`src/rtl/cmdrsp_pkg.sv`:
```
// Package: shared encodings for the command response capture unit.
// Assumes: register-select and response-kind codes are fixed by software.
package cmdrsp_pkg;

    typedef enum logic [2:0] {
        SEL_CMD    = 3'd0,
        SEL_ARG_LO = 3'd1,
        SEL_ARG_HI = 3'd2,
        SEL_STAT   = 3'd3,
        SEL_IE     = 3'd4
    } reg_sel_e;

    typedef enum logic [2:0] {
        RK_NONE   = 3'd0,
        RK_NORMAL = 3'd1,
        RK_LONG   = 3'd2,
        RK_OPCOND = 3'd3,
        RK_ADDR   = 3'd6
    } rsp_kind_e;

    localparam int ST_DONE    = 0;
    localparam int ST_TIMEOUT = 7;
    localparam int ST_OPCOND  = 12;
    localparam int ST_CARDERR = 14;

endpackage

```
`src/rtl/cmdrsp_host_regs.sv`:
```
// Module: host-side registers. Holds the argument, the interrupt-enable mask,
// decodes command writes, emits the issue strobe and tracks the pending command.
// Assumes: HALF_W-bit writes; the argument is two halves wide.
module cmdrsp_host_regs
    import cmdrsp_pkg::*;
#(
    parameter int HALF_W = 16,
    parameter int STAT_W = 15
) (
    input  logic                clk,
    input  logic                rst_n,
    input  logic                wr_en,
    input  logic [2:0]          wr_sel,
    input  logic [HALF_W-1:0]   wr_data,
    input  logic                rsp_valid,
    output logic                rsp_accept,
    output logic                init_hit,
    output logic                cmd_valid,
    output logic [5:0]          cmd_index,
    output logic                cmd_dir,
    output logic [1:0]          cmd_ctype,
    output logic [2:0]          cmd_rtype,
    output logic [2*HALF_W-1:0] cmd_arg,
    output logic [STAT_W-1:0]   ie_mask
);
    localparam int ARG_W = 2 * HALF_W;

    logic pending;
    logic cmd_wr;

    // Decode a command write and spot the initialization shortcut.
    assign cmd_wr     = wr_en && (reg_sel_e'(wr_sel) == SEL_CMD);
    assign init_hit   = cmd_wr && wr_data[7] && (wr_data[5:0] == 6'd0);
    assign rsp_accept = rsp_valid && pending;

    // Register updates, issue strobe and pending tracking.
    always_ff @(posedge clk) begin
        if (!rst_n) begin
            cmd_arg   <= '0;
            ie_mask   <= '0;
            cmd_valid <= 1'b0;
            cmd_index <= '0;
            cmd_dir   <= 1'b0;
            cmd_ctype <= '0;
            cmd_rtype <= '0;
            pending   <= 1'b0;
        end else begin
            cmd_valid <= 1'b0;
            if (rsp_accept) pending <= 1'b0;
            if (wr_en) begin
                case (reg_sel_e'(wr_sel))
                    SEL_CMD: begin
                        if (init_hit) begin
                            pending <= 1'b0;
                        end else begin
                            cmd_valid <= 1'b1;
                            cmd_index <= wr_data[5:0];
                            cmd_dir   <= wr_data[15];
                            cmd_ctype <= wr_data[13:12];
                            cmd_rtype <= wr_data[10:8];
                            pending   <= 1'b1;
                        end
                    end
                    SEL_ARG_LO: cmd_arg[HALF_W-1:0]     <= wr_data;
                    SEL_ARG_HI: cmd_arg[ARG_W-1:HALF_W] <= wr_data;
                    SEL_IE:     ie_mask <= wr_data[STAT_W-1:0];
                    default: ;
                endcase
            end
        end
    end

    // an issue strobe always follows a command write.
    assert_strobe_follows_write_R2: assert property (@(posedge clk) disable iff (!rst_n)
        cmd_valid |-> $past(wr_en && (wr_sel == SEL_CMD)));

    // an initialization command never issues to the card.
    assert_init_no_issue_R3: assert property (@(posedge clk) disable iff (!rst_n)
        init_hit |=> !cmd_valid);

    // a low-half write leaves the high half alone.
    assert_arg_high_kept_R1: assert property (@(posedge clk) disable iff (!rst_n)
        (wr_en && wr_sel == SEL_ARG_LO) |=> $stable(cmd_arg[ARG_W-1:HALF_W]));

endmodule

```
`src/rtl/cmdrsp_rsp_pack.sv`:
```
// Module: packs response bytes into response words, pairs in reversed word order.
// Assumes: byte 2i is the high half of word NWORDS-1-i.
module cmdrsp_rsp_pack #(
    parameter int NWORDS = 8,
    parameter int WORD_W = 16
) (
    input  logic                     clk,
    input  logic                     rst_n,
    input  logic                     load,
    input  logic [NWORDS*WORD_W-1:0] bytes_in,
    output logic [NWORDS*WORD_W-1:0] words
);
    localparam int HB = WORD_W / 2;

    for (genvar gi = 0; gi < NWORDS; gi++) begin : g_word
        // Capture byte pair gi into the mirrored word slot.
        always_ff @(posedge clk) begin
            if (!rst_n)
                words[(NWORDS-1-gi)*WORD_W +: WORD_W] <= '0;
            else if (load)
                words[(NWORDS-1-gi)*WORD_W +: WORD_W] <=
                    {bytes_in[(2*gi)*HB +: HB], bytes_in[(2*gi+1)*HB +: HB]};
        end
    end

    // the words move only when an answer is loaded.
    assert_words_hold_R4: assert property (@(posedge clk) disable iff (!rst_n)
        !load |=> $stable(words));

endmodule

```
`src/rtl/cmdrsp_status.sv`:
```
// Module: status flags with write-one-to-clear and the masked interrupt.
// Assumes: header is {byte0,byte1,byte2,byte3}; set events win over clears.
module cmdrsp_status
    import cmdrsp_pkg::*;
#(
    parameter int          STAT_W   = 15,
    parameter logic [31:0] ERR_MASK = 32'hFDF8_0000,
    parameter logic [15:0] RCA_MASK = 16'hE000
) (
    input  logic              clk,
    input  logic              rst_n,
    input  logic              clr_en,
    input  logic [STAT_W-1:0] clr_bits,
    input  logic              init_hit,
    input  logic              rsp_accept,
    input  logic              rsp_none,
    input  logic [2:0]        rtype,
    input  logic [31:0]       hdr,
    input  logic [STAT_W-1:0] ie_mask,
    output logic [STAT_W-1:0] status,
    output logic              irq
);
    logic [STAT_W-1:0] set_vec;
    logic [STAT_W-1:0] clr_vec;

    // Derive the flags raised by this cycle's events.
    always_comb begin
        set_vec = '0;
        if (init_hit) set_vec[ST_DONE] = 1'b1;
        if (rsp_accept) begin
            set_vec[ST_DONE] = 1'b1;
            if (rsp_none) begin
                if (rsp_kind_e'(rtype) != RK_NONE) set_vec[ST_TIMEOUT] = 1'b1;
            end else begin
                case (rsp_kind_e'(rtype))
                    RK_NORMAL: if ((hdr & ERR_MASK) != 32'd0) set_vec[ST_CARDERR] = 1'b1;
                    RK_OPCOND: if (!hdr[31]) set_vec[ST_OPCOND] = 1'b1;
                    RK_ADDR:   if ((hdr[15:0] & RCA_MASK) != 16'd0) set_vec[ST_CARDERR] = 1'b1;
                    default: ;
                endcase
            end
        end
    end

    assign clr_vec = clr_en ? clr_bits : '0;

    // Status register: clear requested bits, then merge new flags.
    always_ff @(posedge clk) begin
        if (!rst_n) status <= '0;
        else        status <= (status & ~clr_vec) | set_vec;
    end

    // Interrupt is the live OR of enabled flags.
    assign irq = |(status & ie_mask);

    // a timeout flag appears only after an empty answer.
    assert_timeout_cause_R8: assert property (@(posedge clk) disable iff (!rst_n)
        $rose(status[ST_TIMEOUT]) |-> $past(rsp_accept && rsp_none));

    // without a clear, no flag drops.
    assert_flags_sticky_R12: assert property (@(posedge clk) disable iff (!rst_n)
        !clr_en |=> ((status & $past(status)) == $past(status)));

    // a clear with no competing event empties the written bits.
    assert_clear_works_R12: assert property (@(posedge clk) disable iff (!rst_n)
        (clr_en && !rsp_accept && !init_hit) |=> ((status & $past(clr_bits)) == '0));

    // with nothing to accept and no init, no flag rises.
    assert_no_spurious_R10: assert property (@(posedge clk) disable iff (!rst_n)
        (!rsp_accept && !init_hit) |=> ((status & ~$past(status)) == '0));

endmodule

```
`src/rtl/cmd_resp_ctrl.sv`:
```
// Module: top of the command response capture unit. Wires the host registers,
// response packer and status logic together.
// Assumes: the card side answers each issued command with one rsp_valid strobe.
module cmd_resp_ctrl
    import cmdrsp_pkg::*;
#(
    parameter int NWORDS = 8,
    parameter int WORD_W = 16,
    parameter int STAT_W = 15
) (
    input  logic                                   clk,
    input  logic                                   rst_n,
    input  logic                                   wr_en,
    input  logic [2:0]                             wr_sel,
    input  logic [WORD_W-1:0]                      wr_data,
    input  logic                                   rsp_valid,
    input  logic [$clog2(NWORDS*WORD_W/8+1)-1:0]   rsp_len,
    input  logic [NWORDS*WORD_W-1:0]               rsp_bytes,
    output logic                                   cmd_valid,
    output logic [5:0]                             cmd_index,
    output logic                                   cmd_dir,
    output logic [1:0]                             cmd_ctype,
    output logic [2:0]                             cmd_rtype,
    output logic [2*WORD_W-1:0]                    cmd_arg,
    output logic [NWORDS*WORD_W-1:0]               rsp_words,
    output logic [STAT_W-1:0]                      status,
    output logic                                   irq
);
    logic              rsp_accept;
    logic              init_hit;
    logic              rsp_none;
    logic [STAT_W-1:0] ie_mask;
    logic [31:0]       hdr;
    logic              clr_en;

    // Header word and event qualifiers shared by the sub-blocks.
    assign hdr      = {rsp_bytes[7:0], rsp_bytes[15:8], rsp_bytes[23:16], rsp_bytes[31:24]};
    assign rsp_none = (rsp_len == '0);
    assign clr_en   = wr_en && (reg_sel_e'(wr_sel) == SEL_STAT);

    cmdrsp_host_regs #(.HALF_W(WORD_W), .STAT_W(STAT_W)) u_regs (
        .clk        (clk),
        .rst_n      (rst_n),
        .wr_en      (wr_en),
        .wr_sel     (wr_sel),
        .wr_data    (wr_data),
        .rsp_valid  (rsp_valid),
        .rsp_accept (rsp_accept),
        .init_hit   (init_hit),
        .cmd_valid  (cmd_valid),
        .cmd_index  (cmd_index),
        .cmd_dir    (cmd_dir),
        .cmd_ctype  (cmd_ctype),
        .cmd_rtype  (cmd_rtype),
        .cmd_arg    (cmd_arg),
        .ie_mask    (ie_mask)
    );

    cmdrsp_rsp_pack #(.NWORDS(NWORDS), .WORD_W(WORD_W)) u_pack (
        .clk      (clk),
        .rst_n    (rst_n),
        .load     (rsp_accept && !rsp_none),
        .bytes_in (rsp_bytes),
        .words    (rsp_words)
    );

    cmdrsp_status #(.STAT_W(STAT_W)) u_stat (
        .clk        (clk),
        .rst_n      (rst_n),
        .clr_en     (clr_en),
        .clr_bits   (wr_data[STAT_W-1:0]),
        .init_hit   (init_hit),
        .rsp_accept (rsp_accept),
        .rsp_none   (rsp_none),
        .rtype      (cmd_rtype),
        .hdr        (hdr),
        .ie_mask    (ie_mask),
        .status     (status),
        .irq        (irq)
    );

endmodule

```
`config.mk`:
```
export PLATFORM = sky130hd
export DESIGN_NAME = cmd_resp_ctrl
export DESIGN_NICKNAME = d
export VERILOG_FILES = /design/src/rtl/cmdrsp_pkg.sv /design/src/rtl/cmdrsp_host_regs.sv /design/src/rtl/cmdrsp_rsp_pack.sv /design/src/rtl/cmdrsp_status.sv /design/src/rtl/cmd_resp_ctrl.sv
export SDC_FILE = /design/constraint.sdc
export NUM_CORES = 1
export LEC_CHECK = 0
export BUFFER_PORTS_ARGS = -buffer_cell sky130_fd_sc_hd__buf_2
export CORE_AREA = 2 2 134 136
export DETAILED_ROUTE_END_ITERATION = 7
export DIE_AREA = 0 0 136 138
export PLACE_DENSITY = 0.83
export SKIP_CTS_REPAIR_TIMING = 1
export SYNTH_ARGS = -nofsm -noshare
export SYNTH_HDL_FRONTEND = slang
export SYNTH_SLANG_ARGS = --single-unit
```
`constraint.sdc`:
```
create_clock -name clk -period 2.75 [get_ports clk]
set_clock_uncertainty 0.05 [all_clocks]
set_input_delay 0.275 -clock clk [delete_from_list [all_inputs] [get_ports clk]]
set_output_delay 0.275 -clock clk [all_outputs]
set_load 0.02 [all_outputs]
```
==> results of run 1 <==
synthesized netlist by cell type, drive strengths merged:
| cell type | number | area share, % |
|---|---|---|
| and4b | 1 | 0.13 |
| a22o | 1 | 0.11 |
| nand2 | 370 | 18 |
| a32oi | 1 | 0.11 |
| nor3 | 4 | 0.26 |
| a31oi | 1 | 0.082 |
| a21boi | 177 | 17 |
| mux2i | 11 | 1.4 |
| o21a | 1 | 0.099 |
| a21o | 1 | 0.099 |
| a221oi | 1 | 0.11 |
| a21oi | 12 | 0.79 |
| nor3b | 1 | 0.099 |
| a22oi | 4 | 0.39 |
| nand3 | 3 | 0.20 |
| nand2b | 1 | 0.082 |
| and2 | 1 | 0.099 |
| o21ai | 1 | 0.066 |
| nand3b | 2 | 0.20 |
| clkbuf | 57 | 2.8 |
| nor2 | 5 | 0.25 |
| nor4b | 1 | 0.11 |
| nor2b | 14 | 1.1 |
| a222oi | 2 | 0.26 |
| dfxtp | 204 | 54 |
| and3 | 2 | 0.16 |
| buf | 7 | 0.66 |
| nor4 | 4 | 0.33 |
| or4b | 1 | 0.13 |
| o41a | 1 | 0.15 |
| and3b | 2 | 0.23 |
| nand4 | 2 | 0.16 |
stage by stage:
step           cell area (sq um)  cells
2_1_floorplan               7620    896
3_3_place_gp                9550   1417
3_5_place_dp                9550   1417
4_1_cts                    10300   1456
5_1_grt                    11200   1539
6_report                   11200   1539
routing by layer:
layer  wire length [microns]  part of all wire (%)  GRT usage [%]  vias up
li1                        -                     -              -     3724
met1                    9420                    38           26.8     3629
met2                   12400                    50           38.9      363
met3                    2130                   8.5           6.53       95
met4                    1100                   4.4           7.89        0
met5                       0                     0              0        -
placed cells by master, fill, tap and decap left out, types with 2 or more instances in the layout:
cell type / instances
a21oi_1: 11
clkbuf_8: 2
mux2i_1: 11
nor2b_1: 14
nor4_1: 4
nand3b_1: 2
buf_12: 6
nand3_1: 3
and3_1: 2
nor3_1: 4
clkbuf_1: 5
dlygate4sd3_1: 83
nor2_1: 5
buf_4: 7
clkbuf_16: 23
a21boi_0: 176
and3b_1: 2
buf_2: 343
a22oi_1: 4
a222oi_1: 2
clkinvlp_4: 2
dfxtp_1: 204
nand2_1: 370
nand4_1: 2
bufinv_16: 4
clkinv_2: 3
layout make-up:
class	instances	area share, %
clock buffer	30	5.57
clock inverter	9	1.35
multi-input combinational	628	29.5
sequential	204	36.6
tap	229	2.57
timing repair buffer	439	24.4
kinds of logic (layout without fill, tap and decap cells):
kind of cell / Yosys count / in the layout / share of synthesized area, %
multiplexers: 11 / 11 / 1.44
AND/OR/NAND/NOR: 414 / 414 / 21.8
buffers and inverters: 64 / 478 / 3.46
flip-flops: 204 / 204 / 53.6
AO/OA/AOI/OAI: 203 / 203 / 19.7
state kept, by name (all words and copies together) (netlist names):
signal and count:
u_regs.cmd_ctype 2, u_regs.ie_mask 15, u_pack.words 128, u_stat.status 15, u_regs.cmd_valid 1, u_regs.cmd_dir 1, u_regs.cmd_rtype 3, u_regs.pending 1
u_regs.cmd_index 6, u_regs.cmd_arg 32
power groups by stage:
stage	Clock (mW)	Combinational [mW]	Sequential (mW)
3_5_place_dp	0	0.381	3.08
4_1_cts	3.18	0.384	3.01
2_1_floorplan	0	0.137	3.11
6_report	3.16	0.486	3.01
3_3_place_gp	0	0.376	3.07
5_1_grt	3.31	0.524	3.01
final timing paths:
kind              slack (ns)         startpoint  cells after the start                   to
hold reg to reg         0.41  u_stat.status[13]                      2    u_stat.status[13]
hold / removal         -0.03       rsp_bytes[1]                      3    u_pack.words[121]
setup reg to reg        0.94     u_regs.pending                      5     u_pack.words[73]
setup / recovery        0.69         wr_data[3]                      7  u_regs.cmd_index[3]
critical path, delay by kind of cell:
| kind | cells | cell delay, ns |
|---|---|---|
| and+or+nand+nor | 2 | 0.70 |
| AOI/OAI and AO/OA | 2 | 0.53 |
| buffers and inverters | 3 | 0.92 |
==> flow_metrics.tcl, run 1 <==
set metrics [dict create \
    status "finished, violations left" \
    failed_checks "negative hold slack" \
    wl_per_cell_microns 16.3 \
    areaGrowthSynthToFinish_pct 46.3 \
    worst_path_largest_cell_delay_ns 0.54 \
    vias 7811 \
    switching_share_pct 21.9 \
    grt_overflow_total 0 \
    start_util_pct 43.5 \
    startpoint_type "input pin" \
    syn_avg_cell_area_sq_um 8.51 \
    port_buffers 344 \
    yosysWarnings 0 \
    post-route-drc-count 0 \
    io_pins 345 \
    drtIter0Drc 422 \
    ys_ff_latch 204 \
    final_antenna_net_count 0 \
    cts.sinks 204 \
    clkLatencyLatePin_ns 0.49 \
    grt_start_max_net_pins 84 \
    p_seq_share_pct 45.2 \
    die_area_sq_um 18800 \
    cts_buffers 22 \
    finalCritPeriodShare_pct 74.7 \
    ctsHtreeMaxLevel 1 \
    clock_path_buffers 3 \
    fill_cells 1305 \
    hp-class "input pin to flop" \
    drive_gt1_share_pct 30.0 \
    grt_pass1_vias 7000 \
    ff_latch_area_sq_um 4080 \
    first_pass_iters 4 \
    syn_inst 896 \
    grt_usage_pct 22.6 \
    die_x_microns 136 \
    p_int_mw 5.20 \
    cts-root-buf "clkbuf_16" \
    finalHoldViolCount 24 \
    coreArea_sq_um 17500 \
    worstMarginPinSlew_ns 0.731 \
    crit_chain "dlygate4sd3_1 > buf_2 > or4b_1 > o41a_1 > buf_4 > nand2b_1 > a21boi_1" \
    grt_first_pass_wirelength_mm 34.9 \
    cellPowerDensity_nw_per_um2 597 \
    final_util_pct 63.6 \
    vdd_ir_drop_max_v 0.000443 \
    postRouteWirelength_mm 25.1 \
    p_sw_mw 1.46 \
    place_congestion 0.811 \
    vias_per_cell 5.08 \
    finalSetupViolCount 0 \
    crit_path_end_kind "flop" \
    fin_ws_ns 0.695 \
    fmax_mhz 487 \
    total_leakage_power_nw 4.78 \
    num_rows 49 \
    power_frac_clock_pct 47.5 \
    ys_types 35 \
    finalNetCount 1451 \
    fin_hold_ws_ns -0.0281 \
    critical-path-slowest-cell "or4b_1" \
    synth-seq-area-share_pct 53.6 \
    synthesis.area_sq_um 7620 \
    slew_viol_final 0 \
    multi_input_area_sq_um 3290 \
    worstSetupPathType "input pin to flop" \
    cap_violations 0 \
    synth.net_count 1052 \
    antenna_cells 0 \
    slew_headroom_pct 50.6 \
    die_h_microns 138 \
    preCtsSetupSlack_ns 0.614 \
    arrival_ns 2.42 \
    cp.required_ns 3.12 \
    antenna_found_initial 0 \
    total_power_mw 6.66 \
    p_comb_share_pct 7.3 \
    tritoncts "yes" \
    clk_pin_slew_ns 0.06 \
    min_period_ns 2.06 \
    rsz0062_at_grt "false" \
    tns_ns 0 \
    hpwl_mm 15.6 \
    cp_max_fo 12 \
]
Power figures use the tool's default switching activity.
==> inputs of run 2 (changes only) <==
- CORE_AREA: 2 2 134 136 -> 2 2 135 137
- DIE_AREA: 0 0 136 138 -> 0 0 137 139
- PLACE_DENSITY: 0.83 -> 0.82
- clock period: 2.75 -> 2.1 ns (I/O delays scaled with it)
==> flow_metrics.tcl, run 2 (synthesis gave the netlist of run 1 again) <==
set metrics [dict create \
    mostFrequentLayoutCells "370 x nand2_1, 343 x buf_2, 204 x dfxtp_1" \
    worstMarginPinSlew_ns 0.720 \
    vias_per_cell 5.12 \
    r2r-start "u_regs.pending" \
    finalHoldViolCount 1 \
    fin_hold_ws_ns -0.0445 \
    first_pass_iters 5 \
    fin_cells 1602 \
    post-route-drc-count 0 \
    areaGrowthSynthToFinish_pct 53.9 \
    cts_buffers 21 \
    die_h_microns 139 \
    crit_family "buffers and inverters" \
    slew_headroom_pct 51.9 \
    finalSetupViolCount 0 \
    wl_per_cell_microns 17.1 \
    arrival_ns 2.25 \
    largest_reg_flops 128 \
    coreArea_sq_um 17700 \
    num_rows 49 \
    cap_violations 0 \
    crit_chain "dlygate4sd3_1 > buf_2 > or4b_1 > o41a_1 > buf_4 > mux2i_1 > nor2b_1" \
    cts.sinks 204 \
    startpoint "wr_data[2]" \
    holdCritStartpoint "rsp_bytes[7]" \
    slew_viol_final 0 \
    die_area_sq_um 19000 \
    hpwl_mm 16.1 \
    tns_ns 0 \
    finalNetCount 1515 \
    grt_usage_pct 22.6 \
    grt_start_max_net_pins 93 \
    vdd_ir_drop_max_v 0.000590 \
    failed_checks "negative hold slack" \
    fmax_mhz 523 \
    postRouteWirelength_mm 27.4 \
    cp_max_fo 8 \
    finalCritPeriodShare_pct 91.1 \
    cellPowerDensity_nw_per_um2 726 \
    total_leakage_power_nw 5.04 \
    worst_path_largest_cell_delay_ns 0.56 \
    cp.required_ns 2.44 \
    critical-path-slowest-cell "or4b_1" \
    rsz0062_at_grt "false" \
    clock_path_buffers 3 \
    final_antenna_net_count 0 \
    io_pins 345 \
    vias 8207 \
    clk_pin_slew_ns 0.07 \
    dp.cells 1423 \
    ctsHtreeMaxLevel 1 \
    clkLatencyLatePin_ns 0.49 \
    start_util_pct 43.2 \
    antenna_found_initial 0 \
    drive_gt1_share_pct 29.1 \
    min_period_ns 1.91 \
    place_congestion 0.795 \
    hp-class "input pin to flop" \
    grt_overflow_total 0 \
    crit_path_end_kind "flop" \
    reg_top3 "u_pack.words (128), u_regs.cmd_arg (32)" \
    status "finished, violations left" \
    grt_pass1_vias 7095 \
    die_x_microns 137 \
    grt_first_pass_wirelength_mm 35.1 \
    regMostFlops "u_pack.words" \
    crit_buf_inv 3 \
    port_buffers 344 \
    drtIter0Drc 500 \
    startpoint_type "input pin" \
    layout_commonest_cell "nand2_1" \
    worstSetupPathType "input pin to flop" \
    tritoncts "yes" \
    cts-root-buf "clkbuf_16" \
]
==> run 2: layout make-up <==
cell class | count | area [sq um]
clock inverters | 7 | 91.3
flip-flops and latches | 204 | 4080
well taps | 229 | 287
fillers | 1295 | 5930
repair buffers | 504 | 3360
diodes | 1 | 2.50
clock buffers | 29 | 616
multi-input cells | 628 | 3290
==> run 2: layer usage <==
layer  share of wire (%)  global-route usage, %  vias up  wire (microns)
met5                   0                      0        -               0
met4                 5.0                   8.57        0            1370
met3                 7.2                   6.51      107            1980
met2                  51                   39.8      395           13900
met1                  37                   25.6     3847           10100
li1                    -                      -     3858               -
==> run 2: worst reg2reg max path: stages (launching register included) <==
cell and delay [ns]:
dfxtp_1 0.35, nand2_1 0.17, a21oi_4 0.20, buf_12 0.34, nand2_1 0.19, a21boi_0 0.32
==> run 2: stage by stage <==
| step | worst slack (ns) | util (%) | cell area [sq um] | power [mW] |
|---|---|---|---|---|
| after global placement | 0.311 | 54.4 | 9600 | 4.52 |
| after CTS | 0.206 | 58.4 | 10300 | 8.32 |
| after detailed placement | 0.254 | 54.4 | 9600 | 4.53 |
| after floorplan | 0.393 | - | 7620 | 4.26 |
| after global routing | 0.0638 | 66.4 | 11700 | 8.77 |
| final | 0.186 | 66.4 | 11700 | 8.51 |
==> run 2: power by group <==
part / internal, mW / switching [mW] / total [mW]
Clock: 2.29 / 1.54 / 3.83
Combinational: 0.403 / 0.335 / 0.738
Sequential: 3.92 / 0.0268 / 3.94
==> run 2: path summary, 6_finish.rpt <==
| kind | end | slack, ns | cells past startpoint |
|---|---|---|---|
| max | u_regs.cmd_dir | 0.19 | 7 |
| min | u_pack.words[127] | -0.04 | 3 |
| max reg2reg | u_pack.words[76] | 0.37 | 5 |
| min reg2reg | u_stat.status[6] | 0.40 | 2 |
